### src/rtl/memmap_pkg.sv
package memmap_pkg;
  localparam int NUM_TGT = 12;
  localparam int OFS_W   = 15;

  typedef enum logic [3:0] {
    TG_ROMFIX  = 4'd0,
    TG_ROMBANK = 4'd1,
    TG_MBC     = 4'd2,
    TG_VRAM    = 4'd3,
    TG_EXT     = 4'd4,
    TG_WRAM0   = 4'd5,
    TG_WRAMN   = 4'd6,
    TG_OAM     = 4'd7,
    TG_IO      = 4'd8,
    TG_HRAM    = 4'd9,
    TG_IE      = 4'd10,
    TG_NULL    = 4'd11
  } tgt_e;

  typedef struct packed {
    logic active;
    logic load;
    tgt_e tgt;
  } busCtl_t;
endpackage

### src/rtl/memmap_ctrl.sv
module memmap_ctrl
  import memmap_pkg::*;
(
  input  logic [15:0]        cpuAddr,
  input  logic               cpuRd,
  input  logic               cpuWr,
  input  logic [1:0]         vidMode,
  output logic [NUM_TGT-1:0] selOut,
  output busCtl_t            busCtl
);
  logic isWrite;
  logic isRead;
  tgt_e hiPage;
  tgt_e tgt;

  assign isWrite = cpuWr;
  assign isRead  = cpuRd & ~cpuWr;

  always_comb begin
    if (cpuAddr < 16'hFE00)      hiPage = TG_WRAMN;
    else if (cpuAddr < 16'hFEA0) hiPage = vidMode[1] ? TG_NULL : TG_OAM;
    else if (cpuAddr < 16'hFF00) hiPage = TG_NULL;
    else if (cpuAddr < 16'hFF80) hiPage = TG_IO;
    else if (cpuAddr != 16'hFFFF) hiPage = TG_HRAM;
    else                         hiPage = TG_IE;
  end

  always_comb begin
    unique case (cpuAddr[15:12])
      4'h0, 4'h1, 4'h2, 4'h3: tgt = isWrite ? TG_MBC : TG_ROMFIX;
      4'h4, 4'h5, 4'h6, 4'h7: tgt = isWrite ? TG_MBC : TG_ROMBANK;
      4'h8, 4'h9:             tgt = TG_VRAM;
      4'hA, 4'hB:             tgt = TG_EXT;
      4'hC, 4'hE:             tgt = TG_WRAM0;
      4'hD:                   tgt = TG_WRAMN;
      default:                tgt = hiPage;
    endcase
  end

  always_comb begin
    selOut = '0;
    if (isRead | isWrite) selOut[tgt] = 1'b1;
  end

  assign busCtl.active = isRead | isWrite;
  assign busCtl.load   = isRead;
  assign busCtl.tgt    = tgt;
endmodule

### src/rtl/memmap_dpath.sv
module memmap_dpath
  import memmap_pkg::*;
#(
  parameter int DATA_W = 8
) (
  input  logic                          clk,
  input  logic                          rst_n,
  input  logic [15:0]                   cpuAddr,
  input  busCtl_t                       busCtl,
  input  logic [NUM_TGT-1:0][DATA_W-1:0] srcBus,
  output logic [OFS_W-1:0]              tgtOfs,
  output logic [DATA_W-1:0]             rdData
);
  logic [OFS_W-1:0] ofsMask;

  always_comb begin
    unique case (busCtl.tgt)
      TG_ROMFIX, TG_ROMBANK: ofsMask = 15'h3FFF;
      TG_MBC:                ofsMask = 15'h7FFF;
      TG_VRAM, TG_EXT:       ofsMask = 15'h1FFF;
      TG_WRAM0, TG_WRAMN:    ofsMask = 15'h0FFF;
      TG_OAM:                ofsMask = 15'h00FF;
      TG_IO, TG_HRAM:        ofsMask = 15'h007F;
      default:               ofsMask = '0;
    endcase
  end

  assign tgtOfs = busCtl.active ? (cpuAddr[OFS_W-1:0] & ofsMask) : '0;

  always_ff @(posedge clk) begin
    if (!rst_n)           rdData <= '1;
    else if (busCtl.load) rdData <= srcBus[busCtl.tgt];
  end
endmodule

### src/rtl/memmap_decoder.sv
module memmap_decoder
  import memmap_pkg::*;
#(
  parameter int DATA_W = 8
) (
  input  logic                clk,
  input  logic                rst_n,
  input  logic [15:0]         cpuAddr,
  input  logic                cpuRd,
  input  logic                cpuWr,
  input  logic [1:0]          vidMode,
  output logic [NUM_TGT-1:0]  selOut,
  output logic [OFS_W-1:0]    tgtOfs,
  input  logic [DATA_W-1:0]   romFixData,
  input  logic [DATA_W-1:0]   romBankData,
  input  logic [DATA_W-1:0]   vramData,
  input  logic [DATA_W-1:0]   extData,
  input  logic [DATA_W-1:0]   wram0Data,
  input  logic [DATA_W-1:0]   wramNData,
  input  logic [DATA_W-1:0]   oamData,
  input  logic [DATA_W-1:0]   ioData,
  input  logic [DATA_W-1:0]   hramData,
  input  logic [DATA_W-1:0]   ieData,
  output logic [DATA_W-1:0]   rdData
);
  busCtl_t busCtl;
  logic [NUM_TGT-1:0][DATA_W-1:0] srcBus;

  assign srcBus[TG_ROMFIX]  = romFixData;
  assign srcBus[TG_ROMBANK] = romBankData;
  assign srcBus[TG_MBC]     = '1;
  assign srcBus[TG_VRAM]    = vramData;
  assign srcBus[TG_EXT]     = extData;
  assign srcBus[TG_WRAM0]   = wram0Data;
  assign srcBus[TG_WRAMN]   = wramNData;
  assign srcBus[TG_OAM]     = oamData;
  assign srcBus[TG_IO]      = ioData;
  assign srcBus[TG_HRAM]    = hramData;
  assign srcBus[TG_IE]      = ieData;
  assign srcBus[TG_NULL]    = '1;

  memmap_ctrl ctrl_i (
    .cpuAddr (cpuAddr),
    .cpuRd   (cpuRd),
    .cpuWr   (cpuWr),
    .vidMode (vidMode),
    .selOut  (selOut),
    .busCtl  (busCtl)
  );

  memmap_dpath #(.DATA_W(DATA_W)) dpath_i (
    .clk     (clk),
    .rst_n   (rst_n),
    .cpuAddr (cpuAddr),
    .busCtl  (busCtl),
    .srcBus  (srcBus),
    .tgtOfs  (tgtOfs),
    .rdData  (rdData)
  );
endmodule

### config.mk
export PLATFORM = sky130hd
export DESIGN_NAME = memmap_decoder
export DESIGN_NICKNAME = d
export VERILOG_FILES = /design/src/rtl/memmap_pkg.sv /design/src/rtl/memmap_ctrl.sv /design/src/rtl/memmap_dpath.sv /design/src/rtl/memmap_decoder.sv
export SDC_FILE = /design/constraint.sdc
export NUM_CORES = 1
export LEC_CHECK = 0
export BUFFER_PORTS_ARGS = -buffer_cell sky130_fd_sc_hd__buf_2
export CAP_MARGIN = 20
export CORE_MARGIN = 5
export CORE_UTILIZATION = 39
export CTS_BUF_LIST = sky130_fd_sc_hd__clkbuf_16
export CTS_CLUSTER_DIAMETER = 60
export DETAILED_ROUTE_END_ITERATION = 8
export PLACE_DENSITY = 0.86
export SYNTH_ARGS = -nofsm -noshare
export SYNTH_HDL_FRONTEND = slang
export SYNTH_SLANG_ARGS = --single-unit
### constraint.sdc
create_clock -name clk -period 4.8 [get_ports clk]
set_input_delay 0.24 -clock clk [delete_from_list [all_inputs] [get_ports clk]]
set_output_delay 0.24 -clock clk [all_outputs]
set_load 0.01 [all_outputs]
==> metrics.csv, run 1 <==
stage,metric,value,unit
outcome,outcome,"finished, final reports clean",
clock_network,post-CTS sizing,0,
logic_synthesis,most area-hungry cell type in the Yosys netlist,dfxtp_1,
route,post-route antenna net violation count,0,
sta,clock period minus worst slack,2.71,ns
critical_path,"reg-to-reg slack, setup",3.99,ns
final_layout,Final nets,422,
final_layout,Post-Layout Inst Area,2090,um2
route,per-cell routed wire length,15.1,um
die,Die X,69.5,um
sta,Worst slew margin,29.3,%
critical_path,"slowest stage delay, CP",0.89,ns
logic_synthesis,Post-Synthesis Cells,193,
sta,Hold Slack,0.233,ns
logic_synthesis,syn_nets,295,
grt,largest net degree at the start of global routing,25,
clock_network,count of hold-fix buffers inserted at cts,0,
final_layout,area grow syn2layout,51.8,%
critical_path,Crit-path slowest cell,a31o_1,
die,core area,3390,um2
placed_design,I/O Buffers,135,
clock_network,H-tree levels,1,
clock_network,clock root cell,clkbuf_16,
final_layout,Inserted Diodes,0,
clock_network,CTS tree,yes,
critical_path,CP endpoint kind,output port,
clock_network,Max clock buf depth,2,
clock_network,clk slew on worst S/H paths,0.04,ns
route,Post-Route WL,5510,um
critical_path,crit-path max FO,24,
grt,Total GRT Usage,21.7,%
clock_network,cts bufs inserted,3,
min_path,hold_sp,rst_n,
logic_synthesis,Area contributors post-synth,"dfxtp_1, mux2i_1, nor2_1, and2_1, nand2_1",
pwr,Max IR drop VDD,0.0000924,V
die,Initial Utilization,40.7,%
final_layout,register name with the most flops,dpath_i.rdData,
route,1st-iter DRT viols,107,
pwr,power density cells,186,nW/um2
final_layout,biggest regs,dpath_i.rdData x8,
critical_path,worst reg2reg path startpoint,dpath_i.rdData[4],
sta,final max-slew violation count,0,
final_layout,"commonest non-fill, non-tap cell in the layout",buf_2,
die,Die Ht,69.5,um
grt,GRT overflow,0,
route,DRC viols,0,
sta,Setup Total Neg Slack,0,ns
critical_path,Worst EP arrival,2.47,ns
die,# IOs,137,
sta,Final Hold Fails,0,
die,die outline area,4820,um2
pwr,Leak Pwr,1.01,nW
final_layout,share of cells above drive strength 1,47.2,%
placed_design,HPWL Detailed,4480,um
placed_design,RePlAce Congestion,0.807,
sta,Tightest Pin Transition,1.06,ns
logic_synthesis,count of cell types in the netlist,47,
min_path,min-delay worst type,primary input to flip-flop,
critical_path,CP cell instances,"buf_2, and4_1, a31o_1, nand2_1, nor2_1, buf_2",
critical_path,most frequent CP cell,buf_2,
min_path,Hold Crit Depth,2,
logic_synthesis,synthesized flop and latch total,8,
min_path,Worst Hold Endpoint,dpath_i.rdData[4],
critical_path,WP data required,4.56,ns
clock_network,Post CTS Setup Buffer Count,0,
sta,fmax,369,MHz
critical_path,RR Endpoint,dpath_i.rdData[4],
grt,initial antenna violation count,0,
sta,clock skew,0,ns
clock_network,clk sinks,8,
sta,fin crit share,56.4,%
logic_synthesis,sequential fraction of the synthesis area,11.6,%
flow_run,max cap viols,0,
sta,Setup-failing EPs final,0,
grt,vias in the first global route,1995,
final_layout,final core utilization,61.8,%
die,# rows,21,
logic_synthesis,Synth Warn #,0,
sta,RSZ-0062 raised after global routing,false,
critical_path,R2R depth,3,
route,DR pass1 iterations,4,
logic_synthesis,Post-Syn Area per Cell,7.14,um2
logic_synthesis,Yosys top cell area share,11.6,%
grt,global-route wire length before repair,8780,um
critical_path,element type at the critical path start,primary input,
final_layout,max FFs per register,8,
logic_synthesis,Post-Syn Area,1380,um2
route,Vias,2004,
critical_path,crit path kind,primary input to output port,
final_layout,filler instances,333,
clock_network,"Clk Latency, worst-skew pair",0.23,ns
final_layout,most frequent cells in the layout,"buf_2, nor2_1, nand2_1",
route,vias per cell,5.51,
placed_design,Post-DP Area,2020,um2
==> worst max-delay path by stage <==
stage / start / to / slack, ns / depth (start not counted)
after floorplan: cpuAddr[14] / tgtOfs[0] / 2.88 / 9
after global placement: cpuAddr[15] / dpath_i.rdData[4] / 2.05 / 6
after detailed placement: cpuAddr[15] / dpath_i.rdData[4] / 1.96 / 6
after CTS: cpuAddr[15] / selOut[6] / 2.09 / 6
after global routing: cpuAddr[14] / selOut[6] / 1.87 / 6
final: cpuAddr[15] / selOut[6] / 2.09 / 6
==> per-layer routing <==
layer,track usage [%],wire [um],up-vias
met4,6.07,63,0
met1,25.1,2280,907
li1,-,-,999
met5,0,0,-
met2,39.0,2740,91
met3,5.51,428,7
==> per-stage QoR <==
step           setup WS, ns  std cells  power (mW)
2_1_floorplan          2.88        193       0.180
3_3_place_gp           2.05        361       0.246
3_5_place_dp           1.96        361       0.250
4_1_cts                2.09        364       0.390
5_1_grt                1.87        364       0.413
6_report               2.09        364       0.390
==> worst max-delay path, delay by kind of cell <==
kind            cells  cell delay (ns)
simple gates        3             1.03
buf+inv             2             0.30
compound gates      1             0.89
==> final cells by class <==
type / count / area, um2 / area share [%]
well taps: 46 / 57.6 / 2.75
repair buffers: 136 / 683 / 32.6
multi-input cells: 170 / 1110 / 53.2
inverters: 1 / 3.75 / 0.179
flip-flops and latches: 8 / 160 / 7.65
clock buffers: 3 / 75.1 / 3.59
==> cell families (layout without fill, tap and decap cells) <==
logic type             count (synthesis)  after routing  synth area share (%)
muxes                                 18             18                  13.8
DFF                                    8              8                  11.6
AOI/OAI and AO/OA                     61             61                  34.2
buffers and inverters                 15            140                  7.62
and+or+nand+nor                       91             91                  32.8
==> synthesized netlist by cell type, drive strengths merged <==
master    n
o31ai     1
nand4b    1
dfxtp     8
a31o      1
and3      3
nand4     3
o311ai    2
o21ba     1
nor3      4
nand2    21
clkbuf    2
o41ai     1
nand2b    4
a2111oi   2
mux2i    10
a21oi     9
a211oi    3
o311a     1
and4      1
nor2b     2
o22a      2
o2111ai   1
a32oi     5
nor2     26
o21a      3
a311oi    1
o211ai    7
buf      12
mux2      8
o22ai     2
a31oi     7
inv       1
o221ai    6
and2     13
nor4      3
nand3    10
o21ai     5
o21bai    1
==> power breakdown <==
| group | switching [mW] | internal, mW |
|---|---|---|
| sequential | 0.00237 | 0.0717 |
| clock | 0.0328 | 0.107 |
| combinational | 0.0940 | 0.0813 |
| total | 0.129 | 0.260 |
(Power assumes the default switching activity.)
==> run 2, diff against run 1 <==
--- a/config.mk
+++ b/config.mk
@@ -8,11 +8,11 @@
 export BUFFER_PORTS_ARGS = -buffer_cell sky130_fd_sc_hd__buf_2
 export CAP_MARGIN = 20
 export CORE_MARGIN = 5
-export CORE_UTILIZATION = 39
+export CORE_UTILIZATION = 37
 export CTS_BUF_LIST = sky130_fd_sc_hd__clkbuf_16
 export CTS_CLUSTER_DIAMETER = 60
 export DETAILED_ROUTE_END_ITERATION = 8
-export PLACE_DENSITY = 0.86
+export PLACE_DENSITY = 0.83
 export SYNTH_ARGS = -nofsm -noshare
 export SYNTH_HDL_FRONTEND = slang
 export SYNTH_SLANG_ARGS = --single-unit
==> constraint.sdc (replaced) <==
create_clock -name clk -period 2.7 [get_ports clk]
set_input_delay 0.135 -clock clk [delete_from_list [all_inputs] [get_ports clk]]
set_output_delay 0.135 -clock clk [all_outputs]
set_load 0.01 [all_outputs]
==> metrics.csv, run 2 (synthesis gave the netlist of run 1 again) <==
stage,metric,value,unit,change
pwr,Leak Pwr,1.03,nW,+1.9%
sta,fin crit share,82.3,%,
grt,largest net degree at the start of global routing,20,,-20%
clock_network,post-CTS sizing,0,,unchanged
sta,Tightest Pin Transition,0.781,ns,-0.279 ns
placed_design,RePlAce Congestion,0.879,,+8.9%
clock_network,count of hold-fix buffers inserted at cts,0,,unchanged
min_path,Worst Hold Endpoint,dpath_i.rdData[4],,
critical_path,element type at the critical path start,primary input,,
grt,GRT overflow,0,,unchanged
sta,Worst slew margin,47.6,%,+18 points
sta,fmax,450,MHz,
critical_path,worst reg2reg path startpoint,dpath_i.rdData[4],,
route,post-route antenna net violation count,0,,unchanged
sta,clock skew,0,ns,unchanged
grt,initial antenna violation count,0,,unchanged
sta,Setup-failing EPs final,0,,unchanged
min_path,min-delay worst type,primary input to flip-flop,,
critical_path,"reg-to-reg slack, setup",1.89,ns,-2.10 ns
pwr,Final Total Pwr,0.703,mW,+80%
final_layout,share of cells above drive strength 1,47.8,%,+0.66 points
final_layout,Post-Layout Inst Area,2130,um2,+1.6%
final_layout,"commonest non-fill, non-tap cell in the layout",buf_2,,
final_layout,most frequent cells in the layout,"buf_2, nor2_1, nand2_1",,
final_layout,Final nets,426,,+0.95%
final_layout,Inserted Diodes,0,,unchanged
sta,clock period minus worst slack,2.22,ns,
placed_design,worst slack at placement,0.492,ns,-1.47 ns
clock_network,clk slew on worst S/H paths,0.04,ns,about the same
final_layout,register name with the most flops,dpath_i.rdData,,
min_path,Hold Crit Depth,2,,unchanged
pwr,Max IR drop VDD,0.000152,V,+65%
route,vias per cell,5.44,,-1.3%
sta,Hold Slack,0.126,ns,-0.107 ns
final_layout,max FFs per register,8,,unchanged
final_layout,biggest regs,dpath_i.rdData x8,,
die,# IOs,137,,unchanged
die,# rows,22,,+4.8%
outcome,outcome,"finished, final reports clean",,
route,DR pass1 iterations,4,,unchanged
sta,final max-slew violation count,0,,unchanged
critical_path,WP data required,2.57,ns,-1.99 ns
clock_network,"Clk Latency, worst-skew pair",0.23,ns,about the same
clock_network,Post CTS Setup Buffer Count,0,,unchanged
route,Post-Route WL,5710,um,+3.7%
critical_path,crit-path max FO,19,,-21%
grt,vias in the first global route,2114,,+6.0%
critical_path,R2R depth,3,,unchanged
placed_design,I/O Buffers,135,,unchanged
clock_network,clk sinks,8,,unchanged
route,DRC viols,0,,unchanged
sta,RSZ-0062 raised after global routing,false,,
flow_run,max cap viols,0,,unchanged
placed_design,Post-DP Area,2050,um2,+1.6%
die,Initial Utilization,37.9,%,-2.7 points
die,Die Ht,71.0,um,+2.3%
grt,global-route wire length before repair,9180,um,+4.5%
clock_network,clock root cell,clkbuf_16,,
die,die outline area,5050,um2,+4.6%
route,1st-iter DRT viols,118,,+10%
clock_network,H-tree levels,1,,unchanged
critical_path,Worst EP arrival,2.09,ns,-0.38 ns
die,Die X,71.0,um,+2.3%
clock_network,Max clock buf depth,2,,unchanged
route,per-cell routed wire length,15.4,um,+2.0%
clock_network,cts bufs inserted,3,,unchanged
sta,Final Hold Fails,0,,unchanged
route,Vias,2011,,+0.35%
clock_network,CTS tree,yes,,
final_layout,area grow syn2layout,54.2,%,
critical_path,RR Endpoint,dpath_i.rdData[4],,
critical_path,CP endpoint kind,output port,,
die,core area,3630,um2,+7.2%
pwr,power density cells,331,nW/um2,+78%
grt,Total GRT Usage,21.8,%,+0.12 points
sta,final worst slack,0.478,ns,-1.61 ns
sta,Setup Total Neg Slack,0,ns,unchanged
critical_path,crit path kind,primary input to output port,,
placed_design,HPWL Detailed,4710,um,+5.0%
min_path,hold_sp,rst_n,,
run 2: changes by cell type in the layout (fill, tap and decap cells not counted):
| cell | delta |
|---|---|
| buf_4 | +4 |
run 2: area by class of cell:
type / count / area (um2)
fillers: 372 / 1510
multi-input cells: 170 / 1110
repair buffers: 140 / 713
flip-flops and latches: 8 / 160
clock buffers: 3 / 75.1
well taps: 48 / 60.1
inverters: 1 / 3.75
run 2: worst max path at each step:
stage	start	cells past startpoint	slack, ns	end
after floorplan	cpuAddr[14]	9	0.99	tgtOfs[0]
after global placement	cpuAddr[15]	8	0.56	tgtOfs[11]
after detailed placement	cpuAddr[15]	8	0.49	tgtOfs[11]
after CTS	cpuAddr[15]	8	0.49	tgtOfs[11]
after global routing	cpuAddr[15]	8	0.32	tgtOfs[10]
final	cpuAddr[15]	8	0.48	tgtOfs[11]
run 2: where the power goes:
group          switching [mW]  leakage (nW)  total (mW)  internal [mW]
clock                  0.0588        0.0370       0.250          0.191
combinational           0.171         0.923       0.321          0.151
sequential            0.00411        0.0658       0.132          0.127
run 2: through the flow:
stage                     utilization [%]  instances
final                                58.5        370
after global routing                 58.5        370
after CTS                            58.5        370
after detailed placement             56.4        367
after global placement               56.4        367
after floorplan                         -        193
run 2: layer usage:
| layer | wire length [um] | GRT usage, % |
|---|---|---|
| met3 | 527 | 5.26 |
| met1 | 2180 | 25.2 |
| met5 | 0 | 0 |
| met4 | 92 | 7.10 |
| met2 | 2920 | 39.1 |
run 2: worst max-delay path, cell delays in order:
cell     delay (ns)
buf_2          0.14
and4_1         0.29
nand3_2        0.12
o21ba_1        0.60
nand2_1        0.24
o21a_1         0.26
and2_1         0.16
buf_2          0.13
==> run 3, diff against run 2 <==
==> constraint.sdc (replaced) <==
create_clock -name clk -period 2.2 [get_ports clk]
set_input_delay 0.11 -clock clk [delete_from_list [all_inputs] [get_ports clk]]
set_output_delay 0.11 -clock clk [all_outputs]
set_load 0.01 [all_outputs]
==> metrics.csv, run 3 (synthesis gave the netlist of run 1 again) <==
stage,metric,value,unit,change
outcome,outcome,"finished, final reports clean",,
grt,largest net degree at the start of global routing,25,,+25%
critical_path,worst reg2reg path startpoint,dpath_i.rdData[4],,
critical_path,CP Depth,7,,-1
sta,Setup Total Neg Slack,0,ns,unchanged
clock_network,count of hold-fix buffers inserted at cts,0,,unchanged
final_layout,Inserted Diodes,0,,unchanged
critical_path,WP data required,2.09,ns,-0.48 ns
critical_path,critical path endpoint,selOut[6],,
clock_network,H-tree levels,1,,unchanged
clock_network,Post CTS Setup Buffer Count,0,,unchanged
critical_path,crit-path max FO,14,,-5
die,Initial Utilization,37.9,%,unchanged
critical_path,element type at the critical path start,primary input,,
die,Die Ht,71.0,um,unchanged
final_layout,filler instances,382,,+2.7%
critical_path,CP Buf/Inv Count,2,,unchanged
critical_path,Crit-path slowest cell,o311a_2,,
die,die outline area,5050,um2,unchanged
clock_network,cts bufs inserted,3,,unchanged
clock_network,Max clock buf depth,2,,unchanged
clock_network,clk slew on worst S/H paths,0.04,ns,about the same
min_path,min-delay worst type,primary input to flip-flop,,
final_layout,area of the multi-input gates,1110,um2,unchanged
sta,fin crit share,85.4,%,
clock_network,clock root cell,clkbuf_16,,
critical_path,R2R depth,3,,unchanged
route,DRC viols,0,,unchanged
die,Die X,71.0,um,unchanged
grt,global-route wire length before repair,8870,um,-3.3%
sta,clock skew,0,ns,unchanged
critical_path,CP endpoint kind,output port,,
final_layout,max FFs per register,8,,unchanged
final_layout,"commonest non-fill, non-tap cell in the layout",buf_2,,
route,Post-Route WL,5640,um,-1.4%
flow_run,max cap viols,0,,unchanged
critical_path,"reg-to-reg slack, setup",1.37,ns,-0.52 ns
die,# rows,22,,unchanged
grt,met2 Use GR,40.4,%,+1.2 points
final_layout,Post-Layout Inst Area,2180,um2,+2.4%
final_layout,register name with the most flops,dpath_i.rdData,,
final_layout,biggest regs,dpath_i.rdData x8,,
grt,M1 GR Usage,23.8,%,-1.4 points
route,DR pass1 iterations,4,,unchanged
die,# IOs,137,,unchanged
pwr,power density cells,402,nW/um2,+22%
clock_network,CTS tree,yes,,
critical_path,RR Endpoint,dpath_i.rdData[4],,
critical_path,crit path kind,primary input to output port,,
grt,Total GRT Usage,21.2,%,-0.57 points
sta,Hold Slack,0.101,ns,-0.0247 ns
placed_design,HPWL Detailed,4720,um,+0.25%
critical_path,Top Family by Delay on Critical Path,compound AO/OA/AOI/OAI gates,,
clock_network,post-CTS sizing,0,,unchanged
route,Vias,2050,,+1.9%
final_layout,storage element area,160,um2,unchanged
die,core area,3630,um2,unchanged
clock_network,"Clk Latency, worst-skew pair",0.23,ns,about the same
route,1st-iter DRT viols,178,,+51%
grt,GRT busiest layer,met2,,
placed_design,RePlAce Congestion,0.888,,+1.0%
final_layout,post-route insts no fill,375,,+1.4%
critical_path,most frequent CP cell,buf_2,,
final_layout,Final nets,431,,+1.2%
final_layout,area grow syn2layout,57.8,%,
sta,Tightest Pin Transition,0.484,ns,-0.297 ns
placed_design,I/O Buffers,135,,unchanged
sta,Worst slew margin,67.4,%,+20 points
sta,Setup-failing EPs final,0,,unchanged
route,per-cell routed wire length,15.0,um,-2.7%
pwr,Leak Pwr,1.05,nW,+2.8%
placed_design,post-placement cell count,372,,+1.4%
grt,vias in the first global route,2031,,-3.9%
critical_path,crit path from,cpuAddr[6],,
sta,Final Hold Fails,0,,unchanged
critical_path,"slowest stage delay, CP",0.48,ns,-0.12 ns
final_layout,share of cells above drive strength 1,48.6,%,+0.80 points
grt,initial antenna violation count,0,,unchanged
placed_design,Post-DP Area,2100,um2,+2.4%
pwr,Max IR drop VDD,0.000197,V,+29%
critical_path,Worst EP arrival,1.77,ns,-0.32 ns
sta,clock period minus worst slack,1.88,ns,
sta,fmax,533,MHz,
pwr,Final Total Pwr,0.875,mW,+24%
grt,GRT overflow,0,,unchanged
route,post-route antenna net violation count,0,,unchanged
sta,RSZ-0062 raised after global routing,false,,
clock_network,clk sinks,8,,unchanged
final_layout,most frequent cells in the layout,"buf_2, nor2_1, nand2_1",,
sta,final max-slew violation count,0,,unchanged
grt,met3 Usage GRT,3.69,%,-1.6 points
critical_path,CP cell instances,"buf_2, o21a_1, o311a_2, nor2_4, o21ai_0, nor2_1, buf_2",,
route,vias per cell,5.47,,+0.58%
[run 3: worst reg2reg max path, delay by kind of cell, from the launching register on]
| kind | cells | cell delay [ns] |
|---|---|---|
| AOI/OAI and AO/OA | 2 | 0.32 |
| and+or+nand+nor | 1 | 0.10 |
| DFF | 1 | 0.31 |
[run 3: stage by stage]
step	utilization, %	worst slack (ns)
final	59.9	0.322
after CTS	59.9	0.314
after global routing	59.9	0.204
after floorplan	-	0.513
after detailed placement	57.8	0.250
after global placement	57.8	0.302
[run 3: worst min-delay path by stage]
stage,from,to,slack (ns),cells past startpoint
2_1_floorplan,rst_n,dpath_i.rdData[4],0.18,1
3_3_place_gp,rst_n,dpath_i.rdData[4],0.33,2
5_1_grt,rst_n,dpath_i.rdData[7],0.12,2
4_1_cts,rst_n,dpath_i.rdData[7],0.1,2
6_report,rst_n,dpath_i.rdData[7],0.10,2
3_5_place_dp,rst_n,dpath_i.rdData[4],0.33,2
[run 3: area by class of cell]
class,count,area share (%)
clock buffers,3,3.45
multi-input cells,170,51.2
repair buffers,145,35.1
inverters,1,0.173
well taps,48,2.76
flip-flops and latches,8,7.36
[run 3: power breakdown]
group          internal (mW)  leakage (nW)  switching, mW  total [mW]
clock                  0.234        0.0370         0.0731       0.308
sequential             0.156        0.0658        0.00544       0.162
combinational          0.196         0.952          0.209       0.405
total                  0.587          1.05          0.288       0.875
[run 3: per-layer routing]
layer | wire length, um | share of wire [%] | up-vias
li1 | - | - | 1014
met5 | 0 | 0 | -
met1 | 2220 | 39 | 940
met2 | 2870 | 51 | 91
met4 | 60 | 1.1 | 0
met3 | 485 | 8.6 | 5
